**src/rtl/tsp_pkg.sv**
```systemverilog
package tsp_pkg;

    typedef enum logic [1:0] {
        IRQ_IDLE  = 2'd0,
        IRQ_HOLD  = 2'd1,
        IRQ_PULSE = 2'd2
    } irq_state_e;

endpackage

```
**src/rtl/tsp_code_track.sv**
```systemverilog
module tsp_code_track #(
    parameter int CODE_W = 4
) (
    input  logic              clk,
    input  logic              rst_n,
    input  logic              enable,
    input  logic [CODE_W-1:0] class_code,
    input  logic              level_ok,
    output logic [CODE_W-1:0] held_code,
    output logic              code_change
);

    logic [CODE_W-1:0] eff_code;

    // Level gate: a weak signal reads as the no-signal code
    always_comb begin
        eff_code = level_ok ? class_code : '0;
    end

    always_comb begin
        code_change = enable && (eff_code != held_code);
    end

    always_ff @(posedge clk or negedge rst_n) begin
        if (!rst_n) begin
            held_code <= '0;
        end else if (!enable) begin
            held_code <= '0;
        end else begin
            held_code <= eff_code;
        end
    end

endmodule

```
**src/rtl/tsp_pulse_timer.sv**
```systemverilog
module tsp_pulse_timer #(
    parameter int PULSE_TICKS = 5
) (
    input  logic clk,
    input  logic rst_n,
    input  logic run,
    input  logic restart,
    input  logic tick,
    output logic expire
);

    localparam int CW = $clog2(PULSE_TICKS + 1);
    localparam logic [CW-1:0] LAST = CW'(PULSE_TICKS - 1);

    logic [CW-1:0] tick_cnt;

    always_comb begin
        expire = run && tick && !restart && (tick_cnt == LAST);
    end

    always_ff @(posedge clk or negedge rst_n) begin
        if (!rst_n) begin
            tick_cnt <= '0;
        end else if (restart || !run) begin
            tick_cnt <= '0;
        end else if (tick) begin
            tick_cnt <= tick_cnt + 1'b1;
        end
    end

endmodule

```
**src/rtl/tsp_irq_fsm.sv**
```systemverilog
module tsp_irq_fsm
    import tsp_pkg::*;
(
    input  logic clk,
    input  logic rst_n,
    input  logic enable,
    input  logic code_change,
    input  logic csn,
    input  logic expire,
    output logic irq_active,
    output logic pulse_run
);

    irq_state_e state_q;
    irq_state_e state_d;

    always_ff @(posedge clk or negedge rst_n) begin
        if (!rst_n) begin
            state_q <= IRQ_IDLE;
        end else begin
            state_q <= state_d;
        end
    end

    always_comb begin
        state_d = state_q;
        if (!enable) begin
            state_d = IRQ_IDLE;                         // powersave
        end else if (code_change) begin
            state_d = csn ? IRQ_HOLD : IRQ_PULSE;       // change_deselected / change_selected
        end else begin
            unique case (state_q)
                IRQ_IDLE:  state_d = IRQ_IDLE;
                IRQ_HOLD:  state_d = csn ? IRQ_HOLD : IRQ_IDLE;      // host_ack
                IRQ_PULSE: state_d = expire ? IRQ_IDLE : IRQ_PULSE;  // pulse_expire
                default:   state_d = IRQ_IDLE;
            endcase
        end
    end

    always_comb begin
        irq_active = 1'b0;
        pulse_run  = 1'b0;
        unique case (state_q)
            IRQ_IDLE:  irq_active = 1'b0;
            IRQ_HOLD:  irq_active = 1'b1;
            IRQ_PULSE: begin
                irq_active = 1'b1;
                pulse_run  = 1'b1;
            end
            default:   irq_active = 1'b0;
        endcase
    end

endmodule

```
**src/rtl/tone_status_port.sv**
```systemverilog
module tone_status_port #(
    parameter int CODE_W      = 4,
    parameter int PULSE_TICKS = 5
) (
    input  logic              clk,
    input  logic              rst_n,
    input  logic              enable,
    input  logic              tick_us,
    input  logic [CODE_W-1:0] class_code,
    input  logic              level_ok,
    input  logic              csn,
    output logic [CODE_W-1:0] data_out,
    output logic              data_oe,
    output logic              irq_pull
);

    logic [CODE_W-1:0] held_code;
    logic              code_change;
    logic              pulse_run;
    logic              expire;

    tsp_code_track #(.CODE_W(CODE_W)) u_track (
        .clk         (clk),
        .rst_n       (rst_n),
        .enable      (enable),
        .class_code  (class_code),
        .level_ok    (level_ok),
        .held_code   (held_code),
        .code_change (code_change)
    );

    tsp_pulse_timer #(.PULSE_TICKS(PULSE_TICKS)) u_timer (
        .clk     (clk),
        .rst_n   (rst_n),
        .run     (pulse_run),
        .restart (code_change),
        .tick    (tick_us),
        .expire  (expire)
    );

    tsp_irq_fsm u_fsm (
        .clk         (clk),
        .rst_n       (rst_n),
        .enable      (enable),
        .code_change (code_change),
        .csn         (csn),
        .expire      (expire),
        .irq_active  (irq_pull),
        .pulse_run   (pulse_run)
    );

    assign data_oe = enable & ~csn;

    for (genvar b = 0; b < CODE_W; b++) begin : g_bus
        assign data_out[b] = held_code[b] & data_oe;
    end

endmodule

```
**config.mk**
```make
export PLATFORM = sky130hd
export DESIGN_NAME = tone_status_port
export DESIGN_NICKNAME = d
export VERILOG_FILES = /design/src/rtl/tsp_pkg.sv /design/src/rtl/tsp_code_track.sv /design/src/rtl/tsp_pulse_timer.sv /design/src/rtl/tsp_irq_fsm.sv /design/src/rtl/tone_status_port.sv
export SDC_FILE = /design/constraint.sdc
export NUM_CORES = 1
export LEC_CHECK = 0
export ABC_AREA = 1
export BUFFER_PORTS_ARGS = -buffer_cell sky130_fd_sc_hd__buf_2
export CORE_AREA = 2 2 39 41
export CTS_BUF_LIST = sky130_fd_sc_hd__clkbuf_8 sky130_fd_sc_hd__clkbuf_16
export CTS_CLUSTER_SIZE = 24
export DETAILED_ROUTE_END_ITERATION = 10
export DIE_AREA = 0 0 41 43
export PLACE_DENSITY = 0.74
export SETUP_SLACK_MARGIN = 0.3
export SYNTH_ARGS = -nofsm -noshare
export SYNTH_HDL_FRONTEND = slang
export SYNTH_SLANG_ARGS = --single-unit
export TNS_END_PERCENT = 20
```
**constraint.sdc**
```tcl
create_clock -name clk -period 0.92 [get_ports clk]
set_input_delay 0.046 -clock clk [delete_from_list [all_inputs] [get_ports clk]]
set_output_delay 0.046 -clock clk [all_outputs]
set_load 0.05 [all_outputs]
```
After elaboration in Yosys (flattened, before gate mapping)
Index checks and enable logic that the tools add are counted.
- register bits: 9
- input port bits: 10
- output and inout port bits: 6
- word-level logic and storage cells: 35
- $add $sub $neg: 1
- equality and inequality tests: 4
- muxes and demuxes: 12
- bitwise gates (word level): 6
- reductions and logical operators: 9
- operators by type and width (kind ; number):
    $mux W2 ; 4
    $mux W4 ; 2
    $mux W3 ; 2
    $and A1 B1 Y1 ; 5
    $logic_and A1 B1 Y1 ; 4
    $ne A4 B4 Y1 ; 1
    $pmux W2 S2 ; 1
    $add A3 B1 Y3 const B ; 1
    $eq A3 B3 Y1 const B ; 1
    $mux W1 ; 3
    $eq A2 B1 Y1 const B ; 1
    $eq A2 B2 Y1 const B ; 1
    $logic_not A1 Y1 ; 2
    $reduce_bool A2 Y1 ; 1
    $reduce_or A2 Y1 ; 1
    $logic_or A1 B1 Y1 ; 1
    $not A1 Y1 ; 1

Depth between registers and ports, before layout
Gate-level depths: netlist (run 1).
- depth in word-level cells: 10
- gate-level depth with buffers: 10
- mapped depth without buffers: 9

Cells and area by module
From an unflattened synthesis (run 1), not the netlist that was laid out.
- cells, all modules: 86
- area total of the unflattened synthesis: 590.6 um^2
- modules (own cells, without submodules) (module ; times used ; cells each ; area each (um^2) ; sequential area each (um^2)):
    tsp_code_track ; 1 ; 34 ; 235.2 ; 100.1
    tsp_pulse_timer ; 1 ; 25 ; 188.9 ; 75.1
    tsp_irq_fsm ; 1 ; 16 ; 122.6 ; 50.0
    tone_status_port ; 1 ; 11 ; 43.8 ; 0.0

Worst setup path before layout (run 1)
Ideal clock, no wire load.
- path kind: input to output
- start: input port enable
- end: output port data_out[0]
- arrival time: 1.704 ns
- required time: 0.874 ns
- path slack: -0.830 ns
- cell stages on the path: 4
- buffers on the path: 0
- cell sequence: inv_1 nor2_1 inv_1 nor2_1
- longest elaborated chain between the ends: 2
- RTL lines (element ; line ; RTL):
    start: declaration ; tone_status_port.sv:7 ; input logic enable,
    $and A1 B1 Y1 ; tone_status_port.sv:52 ; assign data_oe = enable & ~csn;
    named net data_oe ; tone_status_port.sv:13 ; output logic data_oe,
    $and A1 B1 Y1 ; tone_status_port.sv:55 ; assign data_out[b] = held_code[b] & data_oe;
    end: declaration ; tone_status_port.sv:12 ; output logic [CODE_W-1:0] data_out,
The timed path passes the listed nets, and every way through them passes these cells.

Worst setup path in the final report (run 1)
- start: register u_fsm.state_q[1]
- end: output port irq_pull
- longest elaborated chain between the ends: 3
- elaborated cells on any way between the ends: 4
- classes of those cells: eq/ne (2); mux (1); reduce/logical (1)
- RTL lines (element ; line ; RTL):
    start: declaration ; tsp_irq_fsm.sv:14 ; irq_state_e state_q;
    start signal: assignment ; tsp_irq_fsm.sv:21 ; state_q <= state_d;
    $eq A2 B1 Y1 or $eq A2 B2 Y1 (tied branches) ; tsp_irq_fsm.sv:44 ; unique case (state_q)
    $reduce_or A2 Y1 (no line) * ; - ;
    $mux W1 * ; tsp_irq_fsm.sv:44 ;
    end: declaration ; tone_status_port.sv:14 ; output logic irq_pull
Every way passes the cells marked *; elsewhere a longest branch is shown, timed or not.

==> metrics, run 1 <==
status=complete, but fails checks; failing checks=negative setup slack; Layout area overhead=59.0%; core footprint=1380 µm²; number of global-route vias before repair=544; DRC violations left=0; Pre-Repair DR Iteration Count=3; Place WS=-0.140 ns; Synthesized Nets=87; Tcrit/Tclk final=131%; min cycle time layout=1.20 ns; RR Startpoint=u_fsm.state_q[1]$_DFF_PN0_; P_int=0.000816 W; switching share of power=27.9%; sequential-to-total area share from yosys stat=41.5%; number of synthesized register bits=9; Combinational Power Share=24.1%; io pins=16; Fin. Hold Viols=0; WP data required=0.87 ns; Worst setup startpoint=u_fsm.state_q[1]$_DFF_PN0_; Slew headroom=86.2%; Root Driver=clkbuf_8; crit-path max FO=2; CTS tree=yes; Die Height=43 µm; net total in the final layout=116; initial antenna violation count=0; most frequent cells in the layout=15 x nand2_1, 10 x nor2_1, 9 x buf_2, 9 x buf_4, 9 x dfrtp_1; global route overflow=0; Worst-Skew Late Latency=0.23 ns; htree depth=1; peak supply drop=0.000864 V; largest net degree at the start of global routing=10; WP data arrival=1.16 ns; leading cell type in the layout, fill and taps excluded=nand2_1; synthesized area per cell=7.44 µm²; die area=1760 µm²; Die W=41 µm; layout cell share with drive strength beyond 1=47.5%; P_leak=0.431 nW; Final Slew Violations=0; Post-Route Utilization=62.4%; Final ANT Viol Nets=0; Netlist cell types=12; synthesis warning total=0; Port Buffer Count=15; # diodes=0; first-pass GRT wire length=1930 µm; routed vias/inst=4.41; switching pwr=0.000316 W; Core Rows=14; fmax=831 MHz; CTS Buf Count=3; final setup fails=10; DR iter-0 viols=2; Worst Path Class, Setup=reg -> out; final setup margin=-0.283 ns; # clock sinks=9; gr usage total=16.2%; postcts setup bufs=0; initial core utilization=39.2%; Routed Wire Length=1080 µm; MaxCap Viol Count=0; worst min path class=in -> reg; Fin Clk Skew=0.00416 ns; cells after synthesis=73; P per Cell Area=1310 nW/µm²; register share of total power=37.3%; Clk network pwr share=38.6%; Cell Area, Synth=543 µm²; crit end category=output port; Post-DP HPWL=904 µm; Tot Pwr=0.00113 W; via count=516; register clock-pin slew on the reported worst setup and hold paths=0.05 ns; gpl congestion=0.737; Worst Tran Pin Value=0.207 ns; Longest Clk Path Bufs=2; RSZ-0062 raised after global routing=yes; min-delay src=class_code[2]; wire length per cell=9.20 µm; Startpoint Class=flop
## cell type report
class,instances,area (µm²)
clock buffer,3,41.3
clock inverter,1,3.75
fill,127,520
inverter,12,52.6
multi-input combinational,51,323
sequential,9,225
tap,16,20.0
timing repair buffer,25,198
## power by group through the flow
stage / clock network [W] / logic [W] / registers, W
after floorplan: 0 / 0.000165 / 0.000426
after global placement: 0 / 0.000244 / 0.000426
after detailed placement: 0 / 0.000252 / 0.000427
after CTS: 0.000455 / 0.000277 / 0.000421
after global routing: 0.000491 / 0.000299 / 0.000424
final: 0.000437 / 0.000273 / 0.000423
## cells by family after synthesis
kind of cell	after synthesis	share of synthesized area, %
xor gates and xnor gates	2	3.23
AOI/OAI and AO/OA	1	0.921
adders and majority gates	4	9.22
DFF	9	41.5
and+or+nand+nor	44	34.8
buffers and inverters	13	10.4
## worst paths after layout
check / slack [ns] / depth (start not counted) / to
max in group asynchronous: 0.53 / 2 / u_timer.tick_cnt[0]$_DFFE_PN0P_
min in group asynchronous: 0.20 / 2 / u_track.held_code[3]$_DFF_PN0_
worst max-delay path: -0.28 / 3 / irq_pull
worst max register to register: -0.17 / 6 / u_fsm.state_q[1]$_DFF_PN0_
worst min-delay path: 0.06 / 3 / u_track.held_code[2]$_DFF_PN0_
worst min register to register: 0.55 / 2 / u_timer.tick_cnt[2]$_DFFE_PN0P_
## registers in the layout, summed over array words and instances (netlist names)
register           cells
u_fsm.state_q          2
u_timer.tick_cnt       3
u_track.held_code      4
## synthesized netlist by cell type
master	n	area share, %
ha_1	4	9.2
buf_6	1	2.1
nand2_2	4	4.6
xor2_1	1	1.6
nor2_2	2	2.3
a21oi_1	1	0.92
inv_1	12	8.3
nand2_1	16	11
nand3_1	7	6.5
nor2_1	15	10
xnor2_1	1	1.6
dfrtp_1	9	41
## per-stage QoR
step	hold WS, ns	std cells	cell area [µm²]	setup TNS [ns]
6_report	0.0582	117	863	-1.14
5_1_grt	0.0575	117	863	-1.78
4_1_cts	0.0545	117	860	-1.23
3_5_place_dp	-0.0902	112	757	-0.860
3_3_place_gp	-0.0929	112	757	-0.597
2_1_floorplan	-0.250	73	606	-1.41
## metal layers
layer  up-vias  GRT usage (%)  routed length (µm)
li1        274              -                   -
met1       232           14.9                 421
met2        10           29.7                 606
met3         0           4.19                  48
met4         0           8.00                   0
met5         -              0                   0
## worst max-delay path, cell delays in order (launching register included)
cell and delay (ns):
dfrtp_1 0.41, ha_4 0.28, clkinvlp_4 0.08, buf_6 0.15
## timing repair
item                                    4_1_cts  5_1_grt
endpoints found under the setup margin       11       11
cloned                                        0        0
endpoints found under the hold margin         9        0
hold buffers                                  1        0
pin swaps                                     4        2
gates resized for setup                      16        4
No activity file was read; power rests on OpenSTA's default activity.
==> run 2: changes to the inputs <==
--- a/config.mk
+++ b/config.mk
@@ -5,14 +5,13 @@
 export SDC_FILE = /design/constraint.sdc
 export NUM_CORES = 1
 export LEC_CHECK = 0
-export ABC_AREA = 1
 export BUFFER_PORTS_ARGS = -buffer_cell sky130_fd_sc_hd__buf_2
-export CORE_AREA = 2 2 39 41
+export CORE_MARGIN = 2
+export CORE_UTILIZATION = 43
 export CTS_BUF_LIST = sky130_fd_sc_hd__clkbuf_8 sky130_fd_sc_hd__clkbuf_16
 export CTS_CLUSTER_SIZE = 24
 export DETAILED_ROUTE_END_ITERATION = 10
-export DIE_AREA = 0 0 41 43
-export PLACE_DENSITY = 0.74
+export PLACE_DENSITY = 0.77
 export SETUP_SLACK_MARGIN = 0.3
 export SYNTH_ARGS = -nofsm -noshare
 export SYNTH_HDL_FRONTEND = slang
==> metrics, run 2 <==
multi-input logic area=333 µm²; WP data required=1.04 ns; Pre-Repair DR Iteration Count=4; met2 Use GR=30.2%; Slew headroom=86.0%; Die W=40.2 µm; Worst R2R Path Depth=4; worst path cell trace=xor2_1 -> o22ai_2 -> o22ai_2 -> mux2_4; leading cell type in the layout, fill and taps excluded=dfrtp_1; min cycle time layout=1.33 ns; WP data arrival=1.45 ns; biggest cell delay along the critical path=0.40 ns; final instance area=848 µm²; CTS Buf Count=3; post-placement cell area=708 µm²; status=complete, but fails checks; final setup fails=10; max reg flops=4; largest register by flop count=u_track.held_code; Final Slew Violations=0; GR Layer Usage met3=8.33%; cells after synthesis=57; via count=514; MaxCap Viol Count=0; register clock-pin slew on the reported worst setup and hold paths=0.05 ns; CP max-delay cell=dfrtp_1; P per Cell Area=1330 nW/µm²; fmax=752 MHz; DR iter-0 viols=1; P_leak=0.433 nW; htree depth=1; Cell Area, Synth=564 µm²; final setup margin=-0.409 ns; Tcrit/Tclk final=144%; first-pass GRT wire length=1910 µm; Final ANT Viol Nets=0; die area=1620 µm²; met1 usage=22.7%; area leader, netlist=dfrtp_1; crit end category=flop; Core Rows=13; Post-DP HPWL=907 µm; Layout fillers=100; # diodes=0; Port Buffer Count=15; Worst Path Class, Setup=reg -> reg; initial antenna violation count=0; most used flip-flop cell after synthesis=dfrtp_1; RSZ-0062 raised after global routing=yes; top cells by area, synth=dfrtp_1 40%, ha_1 8.9%, xor2_1 4.7%; Tot Pwr=0.00113 W; Layout area overhead=50.3%; number of flops mapped to enable cells by yosys=0; global routing's busiest layer=met2; gr usage total=18.8%; Worst-Skew Late Latency=0.23 ns; Root Driver=clkbuf_8; io pins=16; number of synthesized register bits=9; Fin. Hold Viols=0; largest net degree at the start of global routing=11; Fin Clk Skew=0.00592 ns; hold path depth=2; Netlist cell types=24; Startpoint Class=flop; top post-synthesis cells by count=9 x dfrtp_1, 5 x inv_1, 5 x nand2_1; setup TNS=-2.39 ns; initial core utilization=44.5%; DRC violations left=0; crit-path max FO=4; failing checks=negative setup slack; top-count cell post-synth=dfrtp_1; sequential-to-total area share from yosys stat=39.9%; Die Height=40.2 µm; routed vias/inst=5.24; wire length per cell=12.9 µm; Worst Tran Pin Value=0.209 ns; Synthesized Nets=71; CTS tree=yes; worst min path class=in -> reg; peak supply drop=0.00139 V; Post-Route Utilization=66.9%; Longest Clk Path Bufs=2; synthesized area per cell=9.90 µm²; Yosys top cell area share=39.9%; core footprint=1270 µm²; number of global-route vias before repair=470; non-filler cells, final=98; global route overflow=0; synthesis warning total=0; placed cells=93; crit-path most repeated cell=o22ai_2; post-synthesis async set-or-reset flop share=100%; net total in the final layout=98; layout cell share with drive strength beyond 1=48.2%; # clock sinks=9; Routed Wire Length=1270 µm; gpl congestion=0.801; most frequent cells in the layout=9 x dfrtp_1, 8 x buf_2, 7 x buf_4, 5 x inv_1, 5 x nand2_1; Regs by FF count=u_track.held_code (4), u_timer.tick_cnt (3), u_fsm.state_q (2); register area=225 µm²
run 2: what timing repair did:
action | CTS | global route
endpoints found under the hold margin | 9 | 0
setup buffers | 0 | 0
pin swaps | 3 | 0
resized for setup | 21 | 4
hold buffers | 1 | 0
setup endpoints to repair | 11 | 11
run 2: final timing paths:
path                       slack [ns]                            start                              end
max in group asynchronous        0.54                            rst_n   u_track.held_code[1]$_DFF_PN0_
hold / removal                   0.03                              csn       u_fsm.state_q[0]$_DFF_PN0_
setup / recovery                -0.41   u_track.held_code[3]$_DFF_PN0_       u_fsm.state_q[1]$_DFF_PN0_
hold reg to reg                  0.67  u_timer.tick_cnt[2]$_DFFE_PN0P_  u_timer.tick_cnt[2]$_DFFE_PN0P_
min in group asynchronous        0.20                            rst_n       u_fsm.state_q[0]$_DFF_PN0_
setup reg to reg                -0.41   u_track.held_code[3]$_DFF_PN0_       u_fsm.state_q[1]$_DFF_PN0_
run 2: power breakdown:
part           internal [W]  leakage (nW)  switching (W)
combinational      0.000126         0.284       0.000134
clock              0.000290        0.0269       0.000151
sequential         0.000412         0.122      0.0000124
total              0.000828         0.433       0.000298
run 2: per-layer routing:
| layer | up-vias | share of wire [%] |
|---|---|---|
| met1 | 251 | 45 |
| li1 | 249 | - |
| met5 | - | 0 |
| met2 | 12 | 51 |
| met4 | 0 | 0.32 |
| met3 | 2 | 4.3 |
run 2: logic make-up after synthesis:
family | Yosys count | synth area share (%)
AND/OR/NAND/NOR | 22 | 23.7
AO/OA/AOI/OAI | 10 | 12.6
flip-flops | 9 | 39.9
buffers and inverters | 7 | 5.99
XOR/XNOR | 4 | 6.21
adder cells (fa/ha/maj) | 4 | 8.87
multiplexers | 1 | 2.66
run 2: critical path, delay by kind of cell (launching register included):
family	cells	cell delay, ns
compound gates	2	0.30
flops	1	0.40
mux	1	0.32
xor+xnor	1	0.19
run 2: cell type report:
| type | instances | area share [%] |
|---|---|---|
| multi-input cells | 41 | 39.2 |
| clock inverters | 1 | 0.442 |
| repair buffers | 24 | 24.5 |
| flip-flops and latches | 9 | 26.5 |
| inverters | 5 | 2.21 |
| clock buffers | 3 | 4.87 |
| well taps | 15 | 2.21 |
run 2: stage by stage:
step                setup WS (ns)  hold WS (ns)
floorplan                  -0.538        -0.250
global placement           -0.361       -0.0941
detailed placement         -0.427       -0.0939
CTS                        -0.405        0.0460
global route               -0.444        0.0325
finish                     -0.409        0.0344
